<file path="config.mk">
export PLATFORM = sky130hd
export DESIGN_NAME = ffault_top
export DESIGN_NICKNAME = d
export VERILOG_FILES = /design/src/rtl/ffault_pkg.sv /design/src/rtl/ffault_txgen.sv /design/src/rtl/ffault_rxdet.sv /design/src/rtl/ffault_stat.sv /design/src/rtl/ffault_top.sv
export SDC_FILE = /design/constraint.sdc
export NUM_CORES = 1
export LEC_CHECK = 0
export BUFFER_PORTS_ARGS = -buffer_cell sky130_fd_sc_hd__buf_2
export CAP_MARGIN = 15
export CORE_ASPECT_RATIO = 0.7
export CORE_MARGIN = 2
export CORE_UTILIZATION = 45
export CTS_BUF_LIST = sky130_fd_sc_hd__clkbuf_8
export CTS_CLUSTER_SIZE = 24
export DETAILED_ROUTE_END_ITERATION = 7
export GPL_ROUTABILITY_DRIVEN = 0
export PLACE_DENSITY = 0.67
export SLEW_MARGIN = 40
export SYNTH_ARGS = -nofsm -noshare
export SYNTH_HDL_FRONTEND = slang
export SYNTH_SLANG_ARGS = --single-unit
export TNS_END_PERCENT = 10
</file>
<file path="constraint.sdc">
create_clock -name clk -period 1.8 [get_ports clk]
set_input_delay 0.09 -clock clk [delete_from_list [all_inputs] [get_ports clk]]
set_output_delay 0.09 -clock clk [all_outputs]
set_load 0.02 [all_outputs]
</file>
<file path="src/rtl/ffault_pkg.sv">
package ffault_pkg;
  localparam int unsigned FF_RUN_DEF     = 84;
  localparam int unsigned FF_CONFIRM_DEF = 3;

  function automatic int unsigned ff_bits(input int unsigned max_val);
    return (max_val < 2) ? 1 : $clog2(max_val + 1);
  endfunction
endpackage

</file>
<file path="src/rtl/ffault_txgen.sv">
module ffault_txgen #(
  parameter int unsigned RUN_LEN = ffault_pkg::FF_RUN_DEF
) (
  input  logic clk,
  input  logic rst,
  input  logic bit_en,
  input  logic gen_on,
  output logic bit_o
);
  localparam int unsigned CW = ffault_pkg::ff_bits(RUN_LEN);
  localparam logic [CW-1:0] LAST = CW'(RUN_LEN);

  logic [CW-1:0] pos_q;
  logic          bit_q;

  always_ff @(posedge clk) begin
    if (rst) begin
      pos_q <= '0;
      bit_q <= 1'b1;
    end else if (bit_en) begin
      if (!gen_on) begin
        pos_q <= '0;
        bit_q <= 1'b1;
      end else if (pos_q == LAST) begin
        pos_q <= '0;
        bit_q <= 1'b0;
      end else begin
        pos_q <= pos_q + CW'(1);
        bit_q <= 1'b1;
      end
    end
  end

  assign bit_o = bit_q;

  // a zero never lasts longer than one enabled bit
  assert_single_zero_R2: assert property (@(posedge clk) disable iff (rst)
    (!bit_o && bit_en) |=> bit_o);
  // generator off forces ones
  assert_ones_when_off_R3: assert property (@(posedge clk) disable iff (rst)
    (bit_en && !gen_on) |=> bit_o);
  // no advance without a bit enable
  assert_hold_tx_R5: assert property (@(posedge clk) disable iff (rst)
    !bit_en |=> $stable(bit_o));
endmodule

</file>
<file path="src/rtl/ffault_rxdet.sv">
module ffault_rxdet #(
  parameter int unsigned RUN_LEN = ffault_pkg::FF_RUN_DEF,
  parameter int unsigned CONFIRM = ffault_pkg::FF_CONFIRM_DEF
) (
  input  logic clk,
  input  logic rst,
  input  logic bit_en,
  input  logic active,
  input  logic rx_bit,
  output logic det_o
);
  localparam int unsigned RW = ffault_pkg::ff_bits(RUN_LEN + 1);
  localparam int unsigned HW = ffault_pkg::ff_bits(CONFIRM);
  localparam logic [RW-1:0] RUN_EXACT = RW'(RUN_LEN);
  localparam logic [RW-1:0] RUN_OVER  = RW'(RUN_LEN + 1);
  localparam logic [HW-1:0] HIT_MAX   = HW'(CONFIRM);

  logic [RW-1:0] run_q;
  logic [HW-1:0] hits_q;

  always_ff @(posedge clk) begin
    if (rst || !active) begin
      run_q  <= '0;
      hits_q <= '0;
    end else if (bit_en) begin
      if (rx_bit) begin
        if (run_q == RUN_EXACT) begin
          run_q  <= RUN_OVER;
          hits_q <= '0;
        end else if (run_q != RUN_OVER) begin
          run_q <= run_q + RW'(1);
        end
      end else begin
        run_q <= '0;
        if (run_q == RUN_EXACT) begin
          if (hits_q != HIT_MAX) hits_q <= hits_q + HW'(1);
        end else begin
          hits_q <= '0;
        end
      end
    end
  end

  assign det_o = (hits_q == HIT_MAX);

  // an inactive feature holds the match count at zero
  assert_clear_inactive_R10: assert property (@(posedge clk) disable iff (rst)
    !active |=> (hits_q == '0));
  // no bit enable, no change in match count
  assert_hold_rx_R5: assert property (@(posedge clk) disable iff (rst)
    (!bit_en && active) |=> $stable(hits_q));
  // a zero after a wrong run length empties the count
  assert_bad_run_R7: assert property (@(posedge clk) disable iff (rst)
    (active && bit_en && !rx_bit && run_q != RUN_EXACT) |=> (hits_q == '0));
endmodule

</file>
<file path="src/rtl/ffault_stat.sv">
module ffault_stat (
  input  logic clk,
  input  logic rst,
  input  logic det,
  input  logic rd,
  output logic sticky_o,
  output logic led_o
);
  logic sticky_q;
  logic led_q;

  always_ff @(posedge clk) begin
    if (rst) begin
      sticky_q <= 1'b0;
      led_q    <= 1'b0;
    end else begin
      led_q    <= det;
      sticky_q <= det | (sticky_q & ~rd);
    end
  end

  assign sticky_o = sticky_q;
  assign led_o    = led_q;

  // detection sets both outputs
  assert_set_on_detect_R6: assert property (@(posedge clk) disable iff (rst)
    det |=> (sticky_o && led_o));
  // status holds without a read
  assert_sticky_hold_R9: assert property (@(posedge clk) disable iff (rst)
    (sticky_o && !rd) |=> sticky_o);
endmodule

</file>
<file path="src/rtl/ffault_top.sv">
module ffault_top #(
  parameter int unsigned RUN_LEN = ffault_pkg::FF_RUN_DEF,
  parameter int unsigned CONFIRM = ffault_pkg::FF_CONFIRM_DEF
) (
  input  logic clk,
  input  logic rst,
  input  logic bit_en,
  input  logic fiber_en,
  input  logic fef_sel,
  input  logic tx_idle,
  input  logic sig_det,
  input  logic rx_bit,
  input  logic stat_rd,
  output logic idle_bit,
  output logic remote_fault,
  output logic fault_led
);
  logic active;
  logic gen_on;
  logic det;

  assign active = fiber_en & fef_sel;
  assign gen_on = active & tx_idle & ~sig_det;

  ffault_txgen #(.RUN_LEN(RUN_LEN)) u_tx (
    .clk(clk), .rst(rst), .bit_en(bit_en), .gen_on(gen_on), .bit_o(idle_bit)
  );

  ffault_rxdet #(.RUN_LEN(RUN_LEN), .CONFIRM(CONFIRM)) u_rx (
    .clk(clk), .rst(rst), .bit_en(bit_en), .active(active),
    .rx_bit(rx_bit), .det_o(det)
  );

  ffault_stat u_st (
    .clk(clk), .rst(rst), .det(det), .rd(stat_rd),
    .sticky_o(remote_fault), .led_o(fault_led)
  );

  // reset leaves the outputs quiet
  assert_reset_state_R1: assert property (@(posedge clk)
    rst |=> (idle_bit && !remote_fault && !fault_led));
endmodule

</file>
==> impl_metrics.csv, run 1 <==
group,metric,value,unit
status,status,"complete, no violations",
final_layout,num-fill-cells,195,
timing,tns,0,ns
floorplanning,floorplan.initialDensity,47.4,%
placement,dpl.cell_count,162,
floorplanning,rows,14,
critical_path,end_kind,"register",
routing,drtIter0Drc,30,
cts,cts_sinks,19,
power_and_ir_drop,p_leak,0.428,nW
cts,cts_setup_buffers,0,
timing,finalCritPeriodShare,94.9,%
floorplanning,core,2150,um^2
timing,slew_violations,0,
final_layout,syn2layout_area_growth,12.7,%
timing,skew,0.00303,ns
timing,rsz0062_at_grt,"no",
grt,grt_pass1_vias,801,
cts,cts_tree,"built",
yosys,syn-num-nets,136,
grt,track_usage,18.3,%
final_layout,antennaDiodeCount,0,
worst_hold_path,hold_path_class,"input port to register",
placement,io_buffers,11,
timing,finalCriticalPeriod,1.71,ns
final_layout,drive_gt1_share,16.4,%
cts,cts_buffers,3,
timing,slew_headroom,67.6,%
flow_run,cap_violations,0,
timing,hold_viol,0,
cts,clk_pin_slew,0.07,ns
floorplanning,io_pins,12,
yosys,yosysSeqAreaShare,37.2,%
placement,post-dp-hpwl,1550,um
grt,grt_pass1_wl,3590,um
routing,drc,0,
critical_path,worst-path-max-fanout,5,
cts,cts_root_buf,"clkbuf_8",
routing,vias_per_cell,5.38,
cts,clk_path_buf_depth,2,
routing,wirelength,2000,um
timing,hold_slack,0.0691,ns
yosys,synth_cell_types,41,
final_layout,fin_cells,166,
routing,dr.pass1.iters,4,
routing,vias,893,
timing,worst_slack,0.0923,ns
floorplanning,die_h,43.9,um
yosys,syn_avg_cell_area,8.45,um^2
yosys,ys_ff_latch,19,
timing,worst_slew_pin_slew,0.480,ns
yosys,yosys_warnings,0,
final_layout,stdcell_area,1150,um^2
critical_path,start_kind,"register",
grt,gr-total-overflow,0,
critical_path,critPathArrivalTime,1.89,ns
grt,grt_max_degree,18,
power_and_ir_drop,peakVddDrop,0.000704,V
yosys,synthCells,121,
floorplanning,die_w,61.0,um
placement,post-place-ws,0.0441,ns
final_layout,num-nets-final,150,
timing,setup_viol,0,
timing,fmax,586,MHz
yosys,netlist_area,1020,um^2
placement,place_area,1100,um^2
routing,detail_route.wl_per_cell,12.0,um
cts,clkLatencyLatePin,0.25,ns
routing,drtAntennaViolNets,0,
critical_path,required,1.98,ns
floorplanning,die_area,2670,um^2
grt,antenna_found_initial,0,
power_and_ir_drop,pwr_density_cell,659,nW/um^2
critical_path,path_class,"register to register",
cts,htreeDepth,1,
## state kept, by name, indices dropped and copies added, names as in the netlist
name           cells
u_rx.run_q         7
u_st.sticky_o      1
u_rx.hits_q        2
u_st.led_o         1
u_tx.bit_o         1
u_tx.pos_q         7
## power breakdown
group / total, mW / switching, mW / leakage (nW) / internal [mW]
logic: 0.0516 / 0.0301 / 0.247 / 0.0215
clock network: 0.283 / 0.132 / 0.0269 / 0.151
registers: 0.425 / 0.00248 / 0.154 / 0.422
total: 0.759 / 0.164 / 0.428 / 0.595
## cell usage in the layout, fill, tap and decap left out, drive strengths merged, types with 3 or more instances in the layout
cell type   n
nand2      15
nand4       3
xor2        3
buf        13
or2         3
clkbuf      3
nor2       13
nand3       4
a21oi       9
xnor2       3
dfxtp      19
inv         8
ha          6
## metrics by stage
step	util [%]	power, mW
finish	53.5	0.759
global route	53.5	0.796
CTS	53.4	0.772
detailed placement	51.3	0.485
global placement	51.3	0.484
floorplan	-	0.468
## timing repair
action	4_1_cts	5_1_grt
endpoints found under the hold margin	0	0
hold buffers	0	0
setup endpoints to repair	0	1
gates resized for setup	0	2
## critical path: stages (launching register included)
cell      delay [ns]
dfxtp_2         0.37
inv_1           0.07
ha_1            0.17
and4bb_1        0.21
a21bo_1         0.21
or4_1           0.46
o22ai_1         0.15
## final timing paths
path | from | end | slack [ns] | depth (start not counted)
hold / removal | rst | u_tx.pos_q[1]$_SDFFE_PP0P_ | 0.07 | 2
hold reg to reg | u_rx.hits_q[1]$_SDFFE_PP0P_ | u_rx.hits_q[1]$_SDFFE_PP0P_ | 0.46 | 2
setup / recovery | u_rx.run_q[1]$_SDFFE_PP0P_ | u_rx.run_q[6]$_SDFFE_PP0P_ | 0.09 | 6
setup reg to reg | u_rx.run_q[1]$_SDFFE_PP0P_ | u_rx.run_q[6]$_SDFFE_PP0P_ | 0.09 | 6
## cell type report
| class | count | area (um^2) | share of cell area [%] |
|---|---|---|---|
| Multi-Input combinational cell | 91 | 588 | 51.0 |
| Sequential cell | 19 | 383 | 33.2 |
| Timing Repair Buffer | 13 | 70.1 | 6.08 |
| Clock buffer | 3 | 41.3 | 3.58 |
| Tap cell | 32 | 40.0 | 3.47 |
| Inverter | 7 | 26.3 | 2.28 |
| Clock inverter | 1 | 3.75 | 0.326 |
## cells in the mapped netlist
master     instances  area share [%]
nand3_1            4             2.0
o21ai_0            2            0.98
xor2_1             3             2.6
nor2_1            13             4.8
nand4_1            3             1.8
o211ai_1           2             1.5
and4bb_1           1             1.2
xnor2_1            3             2.6
or3_1              1            0.61
nand2_1           15             5.5
and4b_4            1             1.3
or2_1              1            0.61
o21a_1             1            0.73
clkbuf_2           1            0.49
a21bo_1            1            0.98
nor2b_1            1            0.61
and2_1             1            0.61
or4_1              1            0.73
nor4bb_1           1            0.98
a21o_1             1            0.73
o2bb2ai_1          2             1.7
nand2b_1           2             1.2
a21boi_0           2             1.5
a41oi_1            1            0.86
o22ai_1            2             1.2
ha_1               6             7.3
a21bo_2            1            0.98
inv_1              7             2.6
a21oi_1            9             4.4
a211oi_1           2             1.5
and4_1             1            0.86
and4b_1            1            0.98
nor4_1             1            0.61
nor3_1             1            0.49
buf_2              1            0.49
o311a_1            1            0.98
clkbuf_8           1             1.3
nand4b_1           1            0.86
or2_2              2             1.2
clkbuf_1           1            0.37
dfxtp_1           19              37
## cell families after synthesis
family	after synthesis	share of synthesized area, %
flip-flops	19	37.2
XOR/XNOR	6	5.14
AO/OA/AOI/OAI	27	18.0
AND/OR/NAND/NOR	52	27.1
adder cells (fa/ha/maj)	6	7.34
buffers and inverters	11	5.26
## routing by layer
| layer | share of wire (%) | global-route usage, % | vias to the layer above |
|---|---|---|---|
| li1 | - | - | 457 |
| met1 | 54 | 28.0 | 406 |
| met3 | 6.5 | 6.87 | 2 |
| met5 | 0 | 0 | - |
| met4 | 0.45 | 3.04 | 0 |
| met2 | 39 | 24.7 | 28 |
Power figures use the tool's default switching activity.
==> run 2, diff against run 1 <==
--- a/config.mk
+++ b/config.mk
@@ -6,5 +6,4 @@
 export NUM_CORES = 1
 export LEC_CHECK = 0
-export BUFFER_PORTS_ARGS = -buffer_cell sky130_fd_sc_hd__buf_2
 export CAP_MARGIN = 15
 export CORE_ASPECT_RATIO = 0.7
@@ -14,6 +13,6 @@
 export CTS_CLUSTER_SIZE = 24
 export DETAILED_ROUTE_END_ITERATION = 7
+export DONT_BUFFER_PORTS = 1
 export GPL_ROUTABILITY_DRIVEN = 0
-export PLACE_DENSITY = 0.67
 export SLEW_MARGIN = 40
 export SYNTH_ARGS = -nofsm -noshare
==> constraint.sdc (replaced) <==
create_clock -name clk -period 1.8 [get_ports clk]
set_input_delay 0.18 -clock clk [delete_from_list [all_inputs] [get_ports clk]]
set_output_delay 0.18 -clock clk [all_outputs]
set_load 0.02 [all_outputs]
==> impl_metrics.csv, run 2 (same netlist as run 1, synthesis figures left out) <==
group,metric,value,unit
status,status,"complete, no violations",
power_and_ir_drop,pwr_density_cell,688,nW/um^2
final_layout,final_cell_mix,"dfxtp_1, nand2_1, nor2_1",
cts,cts_sinks,19,
floorplanning,core,2150,um^2
critical_path,worst-r2r-cell-count,6,
critical_path,required,1.99,ns
critical_path,endpoint,"u_rx.run_q[6]$_SDFFE_PP0P_",
critical_path,path_class,"register to register",
routing,met3_length,100,um
floorplanning,die_area,2670,um^2
critical_path,startpoint,"u_rx.run_q[0]$_SDFFE_PP0P_",
placement,post-place-ws,0.0726,ns
critical_path,critPathArrivalTime,1.90,ns
cts,cts_buffers,3,
power_and_ir_drop,p_leak,0.392,nW
cts,htreeDepth,1,
critical_path,r2r_start,"u_rx.run_q[0]$_SDFFE_PP0P_",
power_and_ir_drop,swShare,23.0,%
placement,post-dp-hpwl,1420,um
worst_hold_path,min_path_cells,1,
timing,skew,0.00886,ns
critical_path,rr_endpoint,"u_rx.run_q[6]$_SDFFE_PP0P_",
final_layout,largestRegisters,"u_rx.run_q (7), u_tx.pos_q (7), u_rx.hits_q (2)",
timing,rsz0062_at_grt,"no",
cts,clk_pin_slew,0.08,ns
grt,grt_pass1_vias,726,
floorplanning,floorplan.initialDensity,47.4,%
final_layout,antennaDiodeCount,0,
timing,hold_viol,0,
placement,place_area,1060,um^2
cts,cts_root_buf,"clkbuf_8",
routing,drc,0,
timing,worst_slack,0.0850,ns
floorplanning,die_w,61.0,um
cts,clk_path_buf_depth,2,
timing,finalCriticalPeriod,1.71,ns
final_layout,drive_gt1_share,10.3,%
worst_hold_path,hold_path_class,"input port to register",
grt,track_usage,17.1,%
timing,tns,0,ns
critical_path,end_kind,"register",
grt,gr-total-overflow,0,
power_and_ir_drop,net-switching-power,178,uW
floorplanning,io_pins,12,
placement,io_buffers,0,
final_layout,num-fill-cells,209,
routing,detail_route.wl_per_cell,12.7,um
routing,wl_met2,767,um
routing,wirelength,2000,um
floorplanning,rows,14,
power_and_ir_drop,peakVddDrop,0.000472,V
timing,worst_slew_pin_slew,0.394,ns
timing,setup_viol,0,
critical_path,start_kind,"register",
grt,grt_max_degree,18,
power_and_ir_drop,p_clk_share,40.2,%
cts,cts_setup_buffers,0,
timing,finalCritPeriodShare,95.3,%
flow_run,cap_violations,0,
final_layout,stdcell_area,1130,um^2
floorplanning,die_h,43.9,um
timing,fmax,583,MHz
routing,drtIter0Drc,42,
final_layout,num-nets-final,142,
timing,slew_violations,0,
routing,wirelength_met1,1110,um
routing,top_layer_used,"met4",
final_layout,syn2layout_area_growth,10.4,%
routing,vias,831,
power_and_ir_drop,internal_power,598,uW
power_and_ir_drop,p_comb_share,5.2,%
grt,antenna_found_initial,0,
timing,slew_headroom,73.4,%
routing,drtAntennaViolNets,0,
routing,dr.pass1.iters,4,
final_layout,mostFrequentLayoutCell,"dfxtp_1",
routing,vias_per_cell,5.26,
cts,cts_tree,"built",
critical_path,rrSetupSlack,0.09,ns
cts,clkLatencyLatePin,0.26,ns
grt,grt_pass1_wl,3310,um
critical_path,worst-path-max-fanout,6,
power_and_ir_drop,seq_power_share,54.6,%
run 2: cell types whose count changed in the layout (fill, tap and decap cells not counted):
cell | previous run | this run
dlygate4sd3_1 | 0 | 2
inv_1 | 8 | 7
buf_2 | 11 | 0
buf_4 | 2 | 3
clkinvlp_4 | 0 | 1
run 2: stage by stage:
| step | total power [mW] | cells | hold slack, ns | utilization (%) |
|---|---|---|---|---|
| final | 0.777 | 158 | 0.0146 | 52.4 |
| after global routing | 0.808 | 158 | 0.00154 | 52.4 |
| after CTS | 0.778 | 157 | 0.00388 | 51.8 |
| after detailed placement | 0.469 | 152 | 0.255 | 49.1 |
| after global placement | 0.469 | 152 | 0.250 | 49.1 |
| after floorplan | 0.468 | 121 | 0.249 | - |
run 2: worst min path at each step:
stage,start,to,slack [ns]
after floorplan,rst,u_tx.pos_q[1]$_SDFFE_PP0P_,0.25
after global placement,rst,u_tx.pos_q[1]$_SDFFE_PP0P_,0.25
after detailed placement,rst,u_tx.pos_q[1]$_SDFFE_PP0P_,0.26
after CTS,bit_en,u_rx.run_q[3]$_SDFFE_PP0P_,0.004
after global routing,rst,u_tx.bit_o$_SDFFE_PP1P_,0.002
final,rst,u_tx.bit_o$_SDFFE_PP1P_,0.01
run 2: layout make-up:
class / instances / area [um^2] / area share [%]
Clock buffer: 3 / 41.3 / 3.66
Timing Repair Buffer: 5 / 42.5 / 3.77
Inverter: 7 / 26.3 / 2.33
Multi-Input combinational cell: 91 / 588 / 52.1
Clock inverter: 1 / 7.51 / 0.665
Tap cell: 32 / 40.0 / 3.55
Sequential cell: 19 / 383 / 33.9
run 2: routing by layer:
| layer | GRT usage (%) | up-vias |
|---|---|---|
| li1 | - | 439 |
| met1 | 26.3 | 368 |
| met2 | 21.9 | 20 |
| met3 | 6.27 | 4 |
| met4 | 5.22 | 0 |
| met5 | 0 | - |
run 2: repair_timing:
action / in CTS / in global routing
resized for setup: 0 / 2
endpoints found under the hold margin: 3 / 1
hold buffers: 1 / 1
setup endpoints to repair: 0 / 1
run 2: power groups by stage:
stage	Combinational, mW	Sequential, mW	Clock, mW
final	0.0400	0.424	0.312
after global routing	0.0447	0.425	0.339
after CTS	0.0375	0.424	0.316
after detailed placement	0.0347	0.434	0
after global placement	0.0349	0.434	0
after floorplan	0.0344	0.434	0
run 2: critical path, cell delays in order (launching register included):
cell and delay (ns):
dfxtp_2 0.35, inv_1 0.08, ha_1 0.16, and4bb_1 0.24, a21bo_1 0.20, or4_1 0.46
o22ai_1 0.15
==> run 3, diff against run 2 <==
SETUP_SLACK_MARGIN = 0.3   (was default)
==> impl_metrics.csv, run 3 (same netlist as run 1, synthesis figures left out) <==
group,metric,value,unit
status,status,"complete, no violations",
grt,grt_max_degree,18,
routing,wirelength,2190,um
grt,gr-total-overflow,0,
critical_path,start_kind,"register",
worst_hold_path,hold_path_class,"input port to register",
timing,hold_slack,0.00679,ns
final_layout,syn2layout_area_growth,13.1,%
cts,cts_buffers,3,
grt,grt_pass1_vias,838,
timing,finalCritPeriodShare,89.8,%
cts,cts_sinks,19,
routing,detail_route.wl_per_cell,13.9,um
flow_run,cap_violations,0,
placement,place_area,1070,um^2
routing,vias_per_cell,5.49,
final_layout,num-nets-final,142,
timing,finalCriticalPeriod,1.62,ns
timing,worst_slack,0.184,ns
floorplanning,die_h,43.9,um
final_layout,fin_cells,158,
placement,dpl.cell_count,151,
cts,clk_path_buf_depth,2,
power_and_ir_drop,design_power_total,758,uW
timing,rsz0062_at_grt,"yes",
power_and_ir_drop,pwr_density_cell,655,nW/um^2
critical_path,critPathBufInv,1,
timing,worst_slew_pin_slew,0.486,ns
critical_path,startpoint,"u_rx.run_q[1]$_SDFFE_PP0P_",
critical_path,cp_slowest_cell,"or4_1",
floorplanning,die_area,2670,um^2
floorplanning,floorplan.initialDensity,47.4,%
cts,cts_tree,"built",
power_and_ir_drop,p_leak,0.397,nW
cts,htreeDepth,1,
timing,slew_violations,0,
placement,post-place-ws,0.175,ns
critical_path,crit_chain,"inv_2 -> ha_2 -> and4bb_1 -> a21bo_1 -> or4_1 -> o22ai_1",
worst_hold_path,holdCritStartpoint,"bit_en",
final_layout,drive_gt1_share,15.1,%
floorplanning,io_pins,12,
routing,drtAntennaViolNets,0,
routing,vias,868,
critical_path,end_kind,"register",
placement,post-dp-hpwl,1580,um
timing,skew,0.00545,ns
cts,cts_root_buf,"clkbuf_8",
critical_path,required,1.99,ns
floorplanning,core,2150,um^2
grt,antenna_found_initial,0,
placement,io_buffers,0,
critical_path,r2r_start,"u_rx.run_q[1]$_SDFFE_PP0P_",
critical_path,path_class,"register to register",
cts,clk_pin_slew,0.07,ns
critical_path,cpPeakStageDelay,0.42,ns
final_layout,post-route-util,53.7,%
final_layout,stdcell_area,1160,um^2
power_and_ir_drop,peakVddDrop,0.000576,V
final_layout,antennaDiodeCount,0,
final_layout,final_cell_mix,"dfxtp_1, nand2_1, nor2_1",
critical_path,critPathTopFamily,"simple AND/OR/NAND/NOR gates",
routing,dr.pass1.iters,4,
cts,clkLatencyLatePin,0.26,ns
timing,tns,0,ns
routing,drc,0,
routing,drtIter0Drc,16,
floorplanning,rows,14,
grt,grt_pass1_wl,3770,um
critical_path,worst-path-max-fanout,5,
timing,hold_viol,0,
critical_path,critPathArrivalTime,1.81,ns
timing,slew_headroom,67.5,%
final_layout,largestRegisters,"u_rx.run_q (7), u_tx.pos_q (7), u_rx.hits_q (2)",
timing,fmax,619,MHz
final_layout,mostFrequentLayoutCell,"dfxtp_1",
floorplanning,die_w,61.0,um
timing,setup_viol,0,
grt,track_usage,19.2,%
[run 3: report_power, final]
group	internal (mW)	switching (mW)	total, mW
registers	0.419	0.00263	0.422
logic	0.0183	0.0195	0.0378
clock network	0.152	0.146	0.298
[run 3: layout make-up]
cell class	count	area, um^2
Sequential cell	19	388
Timing Repair Buffer	5	40.0
Multi-Input combinational cell	91	617
Fill cell	230	998
Inverter	7	26.3
Tap cell	32	40.0
Clock buffer	3	41.3
Clock inverter	1	3.75
[run 3: worst paths after layout]
check / cells past startpoint / end / slack (ns)
setup / recovery: 6 / u_rx.run_q[6]$_SDFFE_PP0P_ / 0.18
hold / removal: 1 / u_rx.run_q[3]$_SDFFE_PP0P_ / 0.007
setup reg to reg: 6 / u_rx.run_q[6]$_SDFFE_PP0P_ / 0.18
hold reg to reg: 2 / u_rx.hits_q[1]$_SDFFE_PP0P_ / 0.46
[run 3: per-layer routing]
metal / share of wire (%) / wire, um / GRT usage (%) / vias up
li1: - / - / - / 432
met1: 49 / 1070 / 27.0 / 411
met5: 0 / 0 / 0 / -
met2: 43 / 936 / 29.5 / 23
met3: 7.4 / 163 / 6.57 / 2
met4: 0.69 / 15 / 2.61 / 0
[run 3: repair_timing]
item	CTS	global route
setup buffers	2	0
hold endpoints to repair	3	0
hold buffers	1	0
gates cloned	0	0
setup endpoints to repair	6	11
pin swaps	1	0
gates resized for setup	1	1
